--- config.mk ---
export PLATFORM = sky130hd
export DESIGN_NAME = stream_bcast
export DESIGN_NICKNAME = d
export VERILOG_FILES = /design/src/rtl/sbc_pkg.sv /design/src/rtl/sbc_fifo.sv /design/src/rtl/sbc_admit.sv /design/src/rtl/sbc_fwd_stage.sv /design/src/rtl/stream_bcast.sv
export SDC_FILE = /design/constraint.sdc
export NUM_CORES = 1
export LEC_CHECK = 0
export ABC_AREA = 1
export BUFFER_PORTS_ARGS = -buffer_cell sky130_fd_sc_hd__buf_2
export CAP_MARGIN = 20
export CORE_MARGIN = 4
export CORE_UTILIZATION = 30
export DETAILED_ROUTE_END_ITERATION = 8
export HOLD_SLACK_MARGIN = 0.03
export PLACE_DENSITY = 0.55
export REMOVE_ABC_BUFFERS = 1
export SLEW_MARGIN = 20
export SYNTH_ARGS = -nofsm -noshare
export SYNTH_HDL_FRONTEND = slang
export SYNTH_SLANG_ARGS = --single-unit
--- constraint.sdc ---
create_clock -name clk -period 2.15 [get_ports clk]
set_input_delay 0.1075 -clock clk [delete_from_list [all_inputs] [get_ports clk]]
set_output_delay 0.1075 -clock clk [all_outputs]
set_load 0.05 [all_outputs]
--- src/rtl/sbc_pkg.sv ---
package sbc_pkg;

    // Overflow handling selected at build time.
    typedef enum logic {
        POLICY_STALL = 1'b0,
        POLICY_DROP  = 1'b1
    } ovf_policy_e;

    // Pointer width for a ring of the given depth (never zero).
    function automatic int ptr_w(input int depth);
        return (depth > 1) ? $clog2(depth) : 1;
    endfunction

    // Occupancy counter width able to hold 0..depth.
    function automatic int cnt_w(input int depth);
        return $clog2(depth + 1);
    endfunction

endpackage

--- src/rtl/sbc_fifo.sv ---
module sbc_fifo
    import sbc_pkg::*;
#(
    parameter int W     = 8,
    parameter int DEPTH = 4
) (
    input  logic         clk,
    input  logic         rst,
    input  logic         push,
    input  logic [W-1:0] wdata,
    output logic         full,
    input  logic         pop,
    output logic         valid,
    output logic [W-1:0] rdata
);

    generate
        if (DEPTH == 1) begin : g_shim
            logic         v_q;
            logic [W-1:0] d_q;
            logic         wr;

            assign wr = push & ~v_q;

            always_ff @(posedge clk) begin
                if (rst) begin
                    v_q <= 1'b0;
                end else if (wr) begin
                    v_q <= 1'b1;
                end else if (pop) begin
                    v_q <= 1'b0;
                end
            end

            always_ff @(posedge clk) begin
                if (wr) d_q <= wdata;
            end

            assign full  = v_q;
            assign valid = v_q;
            assign rdata = d_q;
        end else begin : g_ring
            localparam int PW = ptr_w(DEPTH);
            localparam int CW = cnt_w(DEPTH);

            logic [W-1:0]  mem [DEPTH];
            logic [PW-1:0] wp_q, rp_q;
            logic [CW-1:0] cnt_q;
            logic          wr, rd;

            assign full  = (cnt_q == CW'(DEPTH));
            assign valid = (cnt_q != '0);
            assign wr    = push & ~full;
            assign rd    = pop & valid;
            assign rdata = mem[rp_q];

            always_ff @(posedge clk) begin
                if (rst) begin
                    wp_q  <= '0;
                    rp_q  <= '0;
                    cnt_q <= '0;
                end else begin
                    if (wr) wp_q <= (wp_q == PW'(DEPTH - 1)) ? '0 : wp_q + 1'b1;
                    if (rd) rp_q <= (rp_q == PW'(DEPTH - 1)) ? '0 : rp_q + 1'b1;
                    cnt_q <= cnt_q + CW'(wr) - CW'(rd);
                end
            end

            always_ff @(posedge clk) begin
                if (wr) mem[wp_q] <= wdata;
            end
        end
    endgenerate

endmodule

--- src/rtl/sbc_admit.sv ---
module sbc_admit (
    input  logic clk,
    input  logic rst,
    input  logic beat_fire,
    input  logic beat_last,
    input  logic buf_full,
    output logic push
);

    // Set while the rest of a partly discarded packet is being skipped.
    logic skip_q;
    logic discard;

    assign discard = beat_fire & (skip_q | buf_full);
    assign push    = beat_fire & ~skip_q & ~buf_full;

    always_ff @(posedge clk) begin
        if (rst) begin
            skip_q <= 1'b0;
        end else if (beat_fire) begin
            skip_q <= discard & ~beat_last;
        end
    end

endmodule

--- src/rtl/sbc_fwd_stage.sv ---
module sbc_fwd_stage #(
    parameter int W = 8
) (
    input  logic         clk,
    input  logic         rst,
    input  logic         push,
    input  logic [W-1:0] wdata,
    output logic         valid,
    output logic [W-1:0] rdata
);

    logic         v_q;
    logic [W-1:0] d_q;

    always_ff @(posedge clk) begin
        if (rst) v_q <= 1'b0;
        else     v_q <= push;
    end

    always_ff @(posedge clk) begin
        if (push) d_q <= wdata;
    end

    assign valid = v_q;
    assign rdata = d_q;

endmodule

--- src/rtl/stream_bcast.sv ---
module stream_bcast
    import sbc_pkg::*;
#(
    parameter int          N            = 3,
    parameter int          DATA_W       = 16,
    parameter int          USER_W       = 2,
    parameter int          DEPTH        = 4,
    parameter logic [N-1:0] OUT_READY_EN = '1,
    parameter bit          IN_READY_EN  = 1'b1,
    parameter ovf_policy_e POLICY       = POLICY_STALL
) (
    input  logic                  clk,
    input  logic                  rst,
    input  logic                  in_valid,
    output logic                  in_ready,
    input  logic [DATA_W-1:0]     in_data,
    input  logic [USER_W-1:0]     in_user,
    input  logic                  in_last,
    output logic [N-1:0]          out_valid,
    input  logic [N-1:0]          out_ready,
    output logic [N*DATA_W-1:0]   out_data,
    output logic [N*USER_W-1:0]   out_user,
    output logic [N-1:0]          out_last
);

    localparam int BW       = DATA_W + USER_W + 1;
    localparam bit STALL_ON = (POLICY == POLICY_STALL) && IN_READY_EN && (|OUT_READY_EN);

    logic [BW-1:0] in_beat;
    logic [N-1:0]  buf_full;
    logic          fire;

    assign in_beat  = {in_last, in_user, in_data};
    assign in_ready = STALL_ON ? ~(|buf_full) : 1'b1;
    assign fire     = in_valid & in_ready;

    genvar i;
    generate
        for (i = 0; i < N; i++) begin : g_out
            logic [BW-1:0] ob;
            logic          ov;

            if (OUT_READY_EN[i]) begin : g_buf
                logic push;
                logic full;

                sbc_admit u_admit (
                    .clk       (clk),
                    .rst       (rst),
                    .beat_fire (fire),
                    .beat_last (in_last),
                    .buf_full  (full),
                    .push      (push)
                );

                sbc_fifo #(.W(BW), .DEPTH(DEPTH)) u_fifo (
                    .clk   (clk),
                    .rst   (rst),
                    .push  (push),
                    .wdata (in_beat),
                    .full  (full),
                    .pop   (out_ready[i]),
                    .valid (ov),
                    .rdata (ob)
                );

                assign buf_full[i] = full;
            end else begin : g_fwd
                logic unused_rdy;
                assign unused_rdy = out_ready[i];

                sbc_fwd_stage #(.W(BW)) u_stage (
                    .clk   (clk),
                    .rst   (rst),
                    .push  (fire),
                    .wdata (in_beat),
                    .valid (ov),
                    .rdata (ob)
                );

                assign buf_full[i] = 1'b0;
            end

            assign out_valid[i]                  = ov;
            assign out_data[i*DATA_W +: DATA_W]  = ob[DATA_W-1:0];
            assign out_user[i*USER_W +: USER_W]  = ob[DATA_W +: USER_W];
            assign out_last[i]                   = ob[BW-1];
        end
    endgenerate

endmodule

==> metrics.yaml, run 1 <==
synthesis:
  synth.top_cells.by_area: "sky130_fd_sc_hd__edfxtp_1, sky130_fd_sc_hd__o21ai_0, sky130_fd_sc_hd__nor2_1"
  synth_top_cell_by_area: "sky130_fd_sc_hd__edfxtp_1"
  yosys_register_bits: 258
  postSynthAreaPerCell_um2: 13.3
  postSynthCellCount: 752
  sequential_element_share_of_the_synthesized_area: 0.747
  synth_cell_type_count: 24
  yosys_warnings: 0
  synth_area_mm2: 0.00998
  yosys_top_cell_area_share: 0.686
power:
  p_leak_nw: 4.47
  ir_worst_vdd_mv: 0.725
  cellPowerDensity_mw_per_mm2: 1460
  fin_total_pwr_mw: 18.1
global_route:
  grt_antenna_before_repair: 0
  grt_use_total: 0.121
  grt_pass1_vias: 6068
  wire_length_of_the_first_global_routing_pass_um: 34500
  grt_start_max_net_pins: 39
  global_route.overflow_total: 0
drt:
  wire_per_inst_um: 16.5
  antenna_left: 0
  remaining_drc_errors: 0
  dr.pass1.iters: 5
  post_drt_via_cell_ratio: 4.46
  initialDrtViolationCount: 394
  wl_um: 22200
  vias: 6003
cts:
  clock_sink_count: 258
  clock_latency_ns: 0.55
  clock_tree.root_cell: "sky130_fd_sc_hd__clkbuf_16"
  number_of_h_tree_levels: 1
  numCtsBuffers: 29
  cts_setup_buffers: 0
  path_clk_slew_ns: 0.06
  cts_buffer_depth: 3
  tritoncts: "yes"
cells_and_area:
  antenna_cells_inserted: 0
  sequential_cell_area_mm2: 0.00745
  postLayoutCoreUtil: 0.379
  multiInputGateArea_mm2: 0.00220
  finish.net_count: 931
  layout-drive-gt1-share: 0.199
  num-fill-cells: 3192
  areaGrowthSynthToFinish_pct: 24.3
  finalNonFillerCells: 1345
worst_setup_path:
  required_time_worst_endpoint_ns: 2.04
  r2r_end: "g_out[0].g_buf.u_fifo.g_ring.cnt_q[2]$_SDFF_PP0_"
  crit_family: "buffers and inverters"
  cp_capture_type: "output port"
  cp_max_fo: 25
  timing.critical_path.cells: "buf_4 -> o21ai_0 -> o22ai_1 -> buf_2"
  worst-endpoint-arrival_ns: 1.94
  crit_path_top_delay_cell: "sky130_fd_sc_hd__dfxtp_1"
  worst_setup_path_endpoint: "out_data[7]"
  startpoint_of_the_lowest_slack_register_to_register_path: "g_out[0].g_buf.u_fifo.g_ring.cnt_q[1]$_SDFF_PP0_"
  reg2reg_slack_ns: 0.21
  setup.worst_path.class: "reg2out"
  critical_path.max_stage_delay_ns: 0.39
  reg2regPathDepth: 11
  worst-path-buf-inv: 2
  critical_path.startpoint_type: "flip-flop"
  critical_path_depth: 4
floorplanning:
  core_region_area_mm2: 0.0327
  num_rows: 66
  boundaryPins: 86
  floorplan.initialDensity: 0.305
  floorplan.die_area_mm2: 0.0362
  die_y_um: 190
  die_w_um: 190
sta:
  worst_slew_pin_slew_ns: 0.430
  final_critical_path_setup_slack_ns: 0.102
  slew_headroom: 0.713
  finClkSkew_ns: 0.0114
  setup_viol: 0
  timing.final.max_slew_violations: 0
  rsz0062_at_grt: "yes"
  layout_worst_path_cycle_share: 0.953
  timing.setup.tns_ns: 0
  min_period_ns: 2.05
  fmax_mhz: 488
  report.final.hold_viol_count: 0
placed_design:
  placedCellCount: 1269
  pre_cts_ws_ns: 0.174
  port_buffers: 85
  placed_wire_length_estimate_after_detailed_placement_um: 13900
  globalplace.congestion: 0.717
min_path:
  hold_class: "in2reg"
  timing.hold.worst.start: "rst"
job:
  maxCapViolCount: 0
status:
  result_of_the_run: "finished clean"
==> cell type report <==
cell class,count,share of cell area
multi-input combinational,403,0.178
sequential,258,0.600
clock buffer,40,0.0643
inverter,53,0.0160
tap,442,0.0446
timing repair buffer,137,0.0867
clock inverter,12,0.0104
==> tightest hold or removal path, cell delays in order <==
cell and delay (ns):
sky130_fd_sc_hd__dlygate4sd3_1 0.51, sky130_fd_sc_hd__buf_2 0.23, sky130_fd_sc_hd__nor2_1 0.06
==> layer usage <==
metal	vias to the layer above	part of all wire	GRT usage
li1	2964	-	-
met1	2892	0.45	0.158
met2	119	0.47	0.200
met3	28	0.065	0.0331
met4	0	0.019	0.0296
met5	-	0	0
==> power breakdown <==
part	switching, mW	internal [mW]
registers	0.258	6.32
logic	4.98	1.76
clock network	1.91	2.83
==> layout by cell type (no fill, tap or decap), drive strengths merged <==
master       netlist  final
xnor2              3      3
o22ai             57     57
a21oi              2      2
clkinv             0      7
fa                 3      3
edfxtp           228    228
xor2               1      1
nand4              4      4
clkbuf            22     46
nor3               3      3
dlygate4sd3        0     24
nor2             162    162
buf               16    107
nand2             17     17
inv               53     55
ha                21     21
dfxtp             30     30
o21ai            122    122
bufinv             0      2
o211a              3      3
clkinvlp           0      1
nand3              5      5
==> registers in the layout, indices dropped and copies added, names as in the netlist, named ones only <==
register,count
g_out.g_buf.u_fifo.g_ring.cnt_q,9
g_out.g_buf.u_fifo.g_ring.mem,228
g_out.g_buf.u_admit.skip_q,3
g_out.g_buf.u_fifo.g_ring.rp_q,6
g_out.g_buf.u_fifo.g_ring.wp_q,6
==> metrics by stage <==
| stage | instance area, um2 | hold WS, ns |
|---|---|---|
| floorplan | 9800 | 0.174 |
| global placement | 11200 | 0.435 |
| detailed placement | 11200 | 0.430 |
| CTS | 12300 | 0.393 |
| global route | 12400 | 0.432 |
| finish | 12400 | 0.410 |
==> synthesized netlist by cell type <==
cell / instances
sky130_fd_sc_hd__xor2_1: 1
sky130_fd_sc_hd__fa_1: 3
sky130_fd_sc_hd__nor3_1: 3
sky130_fd_sc_hd__buf_2: 12
sky130_fd_sc_hd__nor2_1: 161
sky130_fd_sc_hd__clkbuf_1: 22
sky130_fd_sc_hd__nand2_1: 16
sky130_fd_sc_hd__buf_4: 3
sky130_fd_sc_hd__nand2_2: 1
sky130_fd_sc_hd__nand3_4: 1
sky130_fd_sc_hd__o211a_1: 3
sky130_fd_sc_hd__ha_1: 21
sky130_fd_sc_hd__o21ai_0: 122
sky130_fd_sc_hd__inv_2: 2
sky130_fd_sc_hd__nand4_1: 4
sky130_fd_sc_hd__dfxtp_1: 30
sky130_fd_sc_hd__a21oi_1: 2
sky130_fd_sc_hd__nand3_2: 4
sky130_fd_sc_hd__edfxtp_1: 228
sky130_fd_sc_hd__buf_6: 1
sky130_fd_sc_hd__o22ai_1: 57
sky130_fd_sc_hd__inv_1: 51
sky130_fd_sc_hd__nor2_8: 1
sky130_fd_sc_hd__xnor2_1: 3
==> worst min-delay path by stage <==
stage,depth (start not counted),end,slack (ns)
after floorplan,1,g_out[0].g_buf.u_fifo.g_ring.cnt_q[1]$_SDFF_PP0_,0.17
after global placement,2,g_out[1].g_buf.u_fifo.g_ring.cnt_q[1]$_SDFF_PP0_,0.44
after detailed placement,2,g_out[0].g_buf.u_fifo.g_ring.cnt_q[1]$_SDFF_PP0_,0.43
after CTS,3,g_out[0].g_buf.u_fifo.g_ring.cnt_q[1]$_SDFF_PP0_,0.39
after global routing,3,g_out[0].g_buf.u_fifo.g_ring.cnt_q[1]$_SDFF_PP0_,0.43
final,3,g_out[0].g_buf.u_fifo.g_ring.cnt_q[1]$_SDFF_PP0_,0.41
==> repair_timing <==
action / in CTS / in global routing
endpoints found under the hold margin: 254 / 0
hold buffers: 24 / 0
resized for setup: 10 / 20
endpoints found under the setup margin: 11 / 31
==> logic make-up (layout without fill, tap and decap cells) <==
group,Yosys count,in the layout,share of synthesized area
xor gates and xnor gates,4,4,0.00351
AOI/OAI and AO/OA,184,184,0.101
DFF,258,258,0.747
adders and majority gates,24,24,0.0324
and+or+nand+nor,191,191,0.0790
buffers and inverters,91,242,0.0376
(Power assumes the default switching activity.)
==> inputs of run 2 (changes only) <==
- ABC_AREA: 1 -> 0
- CELL_PAD_IN_SITES_DETAIL_PLACEMENT: default -> 1
- CELL_PAD_IN_SITES_GLOBAL_PLACEMENT: default -> 1
- PLACE_DENSITY: 0.55 -> 0.59
- clock period: 2.15 -> 2.35 ns (I/O delays scaled with it)
==> metrics.yaml, run 2 <==
cells_and_area:
  layout-drive-gt1-share: 0.365
  registers.top_by_ff_count: "g_out.g_buf.u_fifo.g_ring.mem"
  num-fill-cells: 3215
  most_common_library_cell_in_the_layout_ignoring_fill_and_taps: "sky130_fd_sc_hd__edfxtp_1"
  layout.cell_area.non_filler_mm2: 0.0120
  postLayoutCoreUtil: 0.371
  finalNonFillerCells: 1055
  final_cell_mix: "sky130_fd_sc_hd__edfxtp_1, sky130_fd_sc_hd__buf_2, sky130_fd_sc_hd__mux4_2"
  largest_register_ff_count: 228
  top_registers: "g_out.g_buf.u_fifo.g_ring.mem x228, g_out.g_buf.u_fifo.g_ring.cnt_q x9"
  areaGrowthSynthToFinish_pct: 22.0
  antenna_cells_inserted: 0
  finish.net_count: 640
global_route:
  grt_start_max_net_pins: 31
  grt_antenna_before_repair: 1
  wire_length_of_the_first_global_routing_pass_um: 33400
  global_route.overflow_total: 0
  grt_use_total: 0.123
  grt_pass1_vias: 5339
cts:
  number_of_h_tree_levels: 1
  cts_setup_buffers: 0
  clock_sink_count: 258
  clock_latency_ns: 0.54
  path_clk_slew_ns: 0.06
  tritoncts: "yes"
  cts_buffer_depth: 3
  clock_tree.root_cell: "sky130_fd_sc_hd__clkbuf_16"
  numCtsBuffers: 28
power:
  sw_frac_of_total: 0.354
  comb_power_share: 0.325
  power.net_switching_mw: 5.34
  clock_power_share: 0.276
  fin_total_pwr_mw: 15.1
  p_leak_nw: 4.08
  cellPowerDensity_mw_per_mm2: 1250
  ir_worst_vdd_mv: 0.675
  pwr-share-seq: 0.399
  power.internal_mw: 9.75
synthesis:
  yosys_warnings: 0
  synth_flop_cell: "sky130_fd_sc_hd__edfxtp_1"
  synth_enable_flop_cells: 228
  synth_common_cells: "sky130_fd_sc_hd__edfxtp_1, sky130_fd_sc_hd__mux4_2, sky130_fd_sc_hd__dfxtp_1"
  postSynthCellCount: 459
  synthArstFlopShare: 0
  synth_top_cell_by_area: "sky130_fd_sc_hd__edfxtp_1"
  synth_cell_type_count: 29
  sequential_element_share_of_the_synthesized_area: 0.755
  synth.top_cells.by_area: "sky130_fd_sc_hd__edfxtp_1, sky130_fd_sc_hd__mux4_2, sky130_fd_sc_hd__dfxtp_1"
  synth_area_mm2: 0.00986
  yosysMostFrequentCell: "sky130_fd_sc_hd__edfxtp_1"
  yosys_top_cell_area_share: 0.694
  postSynthAreaPerCell_um2: 21.5
  yosys_register_bits: 258
drt:
  remaining_drc_errors: 0
  vias: 4721
  wire_per_inst_um: 20.9
  antenna_left: 0
  initialDrtViolationCount: 293
  post_drt_via_cell_ratio: 4.47
  dr.pass1.iters: 4
  wl_um: 22000
worst_setup_path:
  reg2regPathDepth: 10
  critical_path.startpoint_type: "flip-flop"
  startpoint_of_the_lowest_slack_register_to_register_path: "g_out[1].g_buf.u_fifo.g_ring.cnt_q[1]$_SDFF_PP0_"
  cp_capture_type: "flip-flop"
  worst-endpoint-arrival_ns: 2.67
  cp_max_fo: 6
  setup.worst_path.class: "reg2reg"
  reg2reg_slack_ns: 0.13
  r2r_end: "g_out[1].g_buf.u_fifo.g_ring.cnt_q[2]$_SDFF_PP0_"
  required_time_worst_endpoint_ns: 2.80
floorplanning:
  floorplan.die_area_mm2: 0.0358
  core_region_area_mm2: 0.0325
  boundaryPins: 86
  die_y_um: 189
  die_w_um: 189
  floorplan.initialDensity: 0.304
  num_rows: 66
placed_design:
  placed_wire_length_estimate_after_detailed_placement_um: 14000
  pre_cts_ws_ns: 0.0215
  placedCellCount: 984
  globalplace.congestion: 0.708
  port_buffers: 85
  placement.cell_area_mm2: 0.0109
min_path:
  timing.hold.worst.start: "rst"
  hold_class: "in2reg"
  hold_path_stages: 2
  worst_hold_path.endpoint: "g_out[1].g_buf.u_fifo.g_ring.cnt_q[1]$_SDFF_PP0_"
sta:
  worst_slew_pin_slew_ns: 0.662
  final_critical_path_setup_slack_ns: 0.126
  fmax_mhz: 450
  report.final.hold_viol_count: 0
  slew_headroom: 0.559
  rsz0062_at_grt: "no"
  min_period_ns: 2.22
  timing.final.max_slew_violations: 0
  finClkSkew_ns: 0.0191
  layout_worst_path_cycle_share: 0.946
  holdWs_ns: 0.0543
  setup_viol: 0
  timing.setup.tns_ns: 0
job:
  maxCapViolCount: 0
status:
  result_of_the_run: "finished clean"
-- run 2: what timing repair did --
item                                    4_1_cts  5_1_grt
endpoints found under the setup margin        1        3
hold buffers                                 19        0
resized for setup                             1        5
hold endpoints to repair                    228        0
-- run 2: final cells by class --
| type | count | area (um2) | share of cell area |
|---|---|---|---|
| clock inverters | 13 | 131 | 0.0109 |
| flip-flops and latches | 258 | 7450 | 0.619 |
| multi-input cells | 164 | 2270 | 0.189 |
| well taps | 442 | 553 | 0.0460 |
| inverters | 19 | 71.3 | 0.00593 |
| clock buffers | 39 | 752 | 0.0625 |
| repair buffers | 120 | 802 | 0.0667 |
-- run 2: how the worst max path moves through the flow --
stage / from / endpoint / slack (ns) / depth (start not counted)
3_5_place_dp: g_out[0].g_buf.u_fifo.g_ring.cnt_q[1]$_SDFF_PP0_ / g_out[0].g_buf.u_fifo.g_ring.cnt_q[2]$_SDFF_PP0_ / 0.02 / 10
5_1_grt: g_out[2].g_buf.u_fifo.g_ring.cnt_q[1]$_SDFF_PP0_ / g_out[2].g_buf.u_fifo.g_ring.cnt_q[2]$_SDFF_PP0_ / 0.02 / 9
2_1_floorplan: g_out[0].g_buf.u_fifo.g_ring.cnt_q[1]$_SDFF_PP0_ / g_out[0].g_buf.u_fifo.g_ring.cnt_q[2]$_SDFF_PP0_ / 0.11 / 10
4_1_cts: flip-flop / out_data[43] / 0.01 / 3
3_3_place_gp: g_out[1].g_buf.u_fifo.g_ring.cnt_q[1]$_SDFF_PP0_ / g_out[1].g_buf.u_fifo.g_ring.cnt_q[2]$_SDFF_PP0_ / 0.18 / 10
6_report: g_out[1].g_buf.u_fifo.g_ring.cnt_q[1]$_SDFF_PP0_ / g_out[1].g_buf.u_fifo.g_ring.cnt_q[2]$_SDFF_PP0_ / 0.13 / 10
-- run 2: critical path, cell delays in order, from the launching register on --
cell and delay [ns]:
sky130_fd_sc_hd__dfxtp_1 0.39, sky130_fd_sc_hd__o31ai_2 0.32, sky130_fd_sc_hd__inv_1 0.07, sky130_fd_sc_hd__ha_1 0.30, sky130_fd_sc_hd__inv_1 0.07, sky130_fd_sc_hd__ha_1 0.15
sky130_fd_sc_hd__inv_1 0.05, sky130_fd_sc_hd__fa_1 0.37, sky130_fd_sc_hd__xor2_1 0.16, sky130_fd_sc_hd__and2_1 0.16, sky130_fd_sc_hd__nor3_1 0.11
-- run 2: routing by layer --
layer	part of all wire	track usage
met1	0.42	0.160
met2	0.51	0.216
met3	0.049	0.0208
met4	0.017	0.0275
met5	0	0
-- run 2: cell families (layout without fill, tap and decap cells) --
logic type / after synthesis / in the layout / share of synthesized area
adders and majority gates: 24 / 24 / 0.0327
muxes: 66 / 66 / 0.141
xor gates and xnor gates: 4 / 4 / 0.00355
DFF: 258 / 258 / 0.755
buffers and inverters: 37 / 191 / 0.0171
AOI/OAI and AO/OA: 6 / 6 / 0.00381
and+or+nand+nor: 64 / 64 / 0.0469
-- run 2: power by group through the flow --
stage	clock [mW]	sequential (mW)	combinational, mW
after floorplan	0	6.16	3.38
after global placement	0	6.05	4.89
after detailed placement	0	6.11	4.98
after CTS	4.27	6.02	5.03
after global routing	4.47	6.09	5.23
final	4.16	6.02	4.90
==> inputs of run 3 (changes only) <==
- REMOVE_ABC_BUFFERS: 1 -> default
- SYNTH_HIERARCHICAL: default -> 1
- clock period: 2.35 -> 2.4 ns (I/O delays scaled with it)
==> metrics.yaml, run 3 <==
synthesis:
  yosysMostFrequentCell: "sky130_fd_sc_hd__edfxtp_1"
  synth_flop_cell: "sky130_fd_sc_hd__edfxtp_1"
  postSynthNetCount: 516
  yosys.area_share.xor_xnor: 0.00267
  synth_cell_type_count: 31
  synth_compound_gate_area_share: 0.0152
  synth_enable_flop_cells: 228
  yosys.area_share.simple: 0.0375
  synthArstFlopShare: 0
  yosys_top_cell_area_share: 0.695
  synthAdderAreaFrac: 0.0328
  synth_top_family_by_area: "multiplexers"
  yosys_warnings: 6
  synth.top_cells.by_area: "sky130_fd_sc_hd__edfxtp_1, sky130_fd_sc_hd__mux4_2, sky130_fd_sc_hd__dfxtp_1"
  yosys_register_bits: 258
  synth_top_cell_by_area: "sky130_fd_sc_hd__edfxtp_1"
  sequential_element_share_of_the_synthesized_area: 0.756
  synth_common_cells: "sky130_fd_sc_hd__edfxtp_1, sky130_fd_sc_hd__mux4_2, sky130_fd_sc_hd__dfxtp_1"
  yosys-mux-area-fraction: 0.133
  synth_area_mm2: 0.00985
  postSynthCellCount: 467
  postSynthAreaPerCell_um2: 21.1
sta:
  report.final.hold_viol_count: 0
  finClkSkew_ns: 0.00956
  slew_headroom: 0.598
  setup_viol: 6
  final_critical_path_setup_slack_ns: -0.371
  min_period_ns: 2.77
  fmax_mhz: 361
  rsz0062_at_grt: "yes"
  worst_slew_pin_slew_ns: 0.603
  holdWs_ns: 0.0780
  timing.final.max_slew_violations: 0
  timing.setup.tns_ns: -1.61
  layout_worst_path_cycle_share: 1.15
job:
  maxCapViolCount: 0
cells_and_area:
  layout.cell_area.non_filler_mm2: 0.0126
  top_registers: "g_out.g_buf.u_fifo/g_ring.mem x228, g_out.g_buf.u_fifo/g_ring.cnt_q x9"
  final_cell_mix: "sky130_fd_sc_hd__edfxtp_1, sky130_fd_sc_hd__buf_2, sky130_fd_sc_hd__mux4_2"
  areaGrowthSynthToFinish_pct: 27.6
  finalNonFillerCells: 1094
  most_common_library_cell_in_the_layout_ignoring_fill_and_taps: "sky130_fd_sc_hd__edfxtp_1"
  num-fill-cells: 3173
  registers.top_by_ff_count: "g_out.g_buf.u_fifo/g_ring.mem"
  finish.net_count: 680
  largest_register_ff_count: 228
  postLayoutCoreUtil: 0.387
  layout-drive-gt1-share: 0.451
  antenna_cells_inserted: 0
drt:
  wl_um: 21200
  remaining_drc_errors: 0
  initialDrtViolationCount: 265
  dr.pass1.iters: 4
  antenna_left: 0
  wire_per_inst_um: 19.3
  vias: 4907
  post_drt_via_cell_ratio: 4.49
floorplanning:
  die_y_um: 189
  floorplan.die_area_mm2: 0.0358
  num_rows: 66
  floorplan.initialDensity: 0.304
  die_w_um: 189
  core_region_area_mm2: 0.0325
  boundaryPins: 86
worst_setup_path:
  cp_capture_type: "flip-flop"
  critical_path.startpoint_type: "flip-flop"
  setup.worst_path.class: "reg2reg"
  cp_max_fo: 5
  worst-endpoint-arrival_ns: 3.22
  required_time_worst_endpoint_ns: 2.85
cts:
  clock_tree.root_cell: "sky130_fd_sc_hd__clkbuf_16"
  numCtsBuffers: 27
  tritoncts: "yes"
  clock_sink_count: 258
  number_of_h_tree_levels: 1
  path_clk_slew_ns: 0.06
  cts_buffer_depth: 3
  clock_latency_ns: 0.53
placed_design:
  globalplace.congestion: 0.717
  placed_wire_length_estimate_after_detailed_placement_um: 14200
  port_buffers: 85
  placedCellCount: 1018
  placement.cell_area_mm2: 0.0113
  pre_cts_ws_ns: -0.447
min_path:
  hold_class: "in2reg"
global_route:
  wire_length_of_the_first_global_routing_pass_um: 33500
  global_route.overflow_total: 0
  grt_antenna_before_repair: 0
  grt_use_total: 0.120
  grt_pass1_vias: 5626
  grt_start_max_net_pins: 28
status:
  result_of_the_run: "complete, but fails checks"
  violations: "setup timing"
power:
  p_leak_nw: 4.32
  pwr-share-seq: 0.362
  clock_power_share: 0.270
  fin_total_pwr_mw: 16.1
  cellPowerDensity_mw_per_mm2: 1280
  sw_frac_of_total: 0.354
  ir_worst_vdd_mv: 0.726
  power.internal_mw: 10.4
  power.net_switching_mw: 5.72
  comb_power_share: 0.367
run 3: layout make-up:
cell class | count | area (um2) | share of cell area
clock buffer | 31 | 701 | 0.0558
clock inverter | 19 | 243 | 0.0193
inverter | 21 | 87.6 | 0.00697
multi-input combinational | 167 | 2360 | 0.188
sequential | 258 | 7450 | 0.593
tap | 442 | 553 | 0.0440
timing repair buffer | 156 | 1160 | 0.0926
run 3: timing repair:
item | in CTS | in global routing
hold buffers | 19 | 0
endpoints found under the hold margin | 228 | 0
setup buffers | 4 | 3
pin swaps | 17 | 3
resized for setup | 4 | 12
setup endpoints to repair | 6 | 7
run 3: cell families (layout without fill, tap and decap cells):
logic type | count (synthesis) | after routing
fa+ha+maj | 24 | 24
compound gates | 21 | 21
xor+xnor | 3 | 3
buf+inv | 42 | 227
simple gates | 59 | 59
flops | 258 | 258
mux | 60 | 60
run 3: path summary, 6_finish.rpt:
path / from / endpoint / slack (ns) / cells past startpoint
max reg2reg: g_out[1].g_buf.u_fifo/g_ring.cnt_q[2]$_SDFF_PP0_ / g_out[0].g_buf.u_fifo/g_ring.cnt_q[2]$_SDFF_PP0_ / -0.37 / 14
min: out_ready[2] / flip-flop / 0.08 / 5
min reg2reg: g_out[2].g_buf.u_fifo/g_ring.rp_q[0]$_SDFFE_PP0N_ / flip-flop / 0.50 / 2
max: g_out[1].g_buf.u_fifo/g_ring.cnt_q[2]$_SDFF_PP0_ / g_out[0].g_buf.u_fifo/g_ring.cnt_q[2]$_SDFF_PP0_ / -0.37 / 14
run 3: critical path: stages (launching register included):
cell and delay [ns]:
sky130_fd_sc_hd__dfxtp_2 0.32, sky130_fd_sc_hd__or3b_4 0.24, sky130_fd_sc_hd__clkinvlp_4 0.10, sky130_fd_sc_hd__nor4b_4 0.38, sky130_fd_sc_hd__nor3b_4 0.26, sky130_fd_sc_hd__and2_4 0.17
sky130_fd_sc_hd__inv_2 0.04, sky130_fd_sc_hd__ha_4 0.20, sky130_fd_sc_hd__inv_2 0.06, sky130_fd_sc_hd__ha_4 0.12, sky130_fd_sc_hd__inv_2 0.03, sky130_fd_sc_hd__fa_2 0.34
sky130_fd_sc_hd__xor2_2 0.18, sky130_fd_sc_hd__and2_1 0.16, sky130_fd_sc_hd__nor3_2 0.10
run 3: routing by layer:
metal | GRT usage | share of wire | routed length (um) | vias to the layer above
met5 | 0 | 0 | 0 | -
met4 | 0.0188 | 0.012 | 255 | 0
met3 | 0.0286 | 0.055 | 1170 | 24
met2 | 0.217 | 0.53 | 11200 | 107
met1 | 0.148 | 0.41 | 8570 | 2573
li1 | - | - | - | 2203
run 3: power by group through the flow:
stage          clock network, mW  logic, mW  registers [mW]
5_1_grt                     4.68       6.42            5.91
6_report                    4.36       5.93            5.85
2_1_floorplan                  0       4.12            5.92
3_3_place_gp                   0       5.66            5.89
3_5_place_dp                   0       5.82            5.95
4_1_cts                     4.50       5.94            5.86
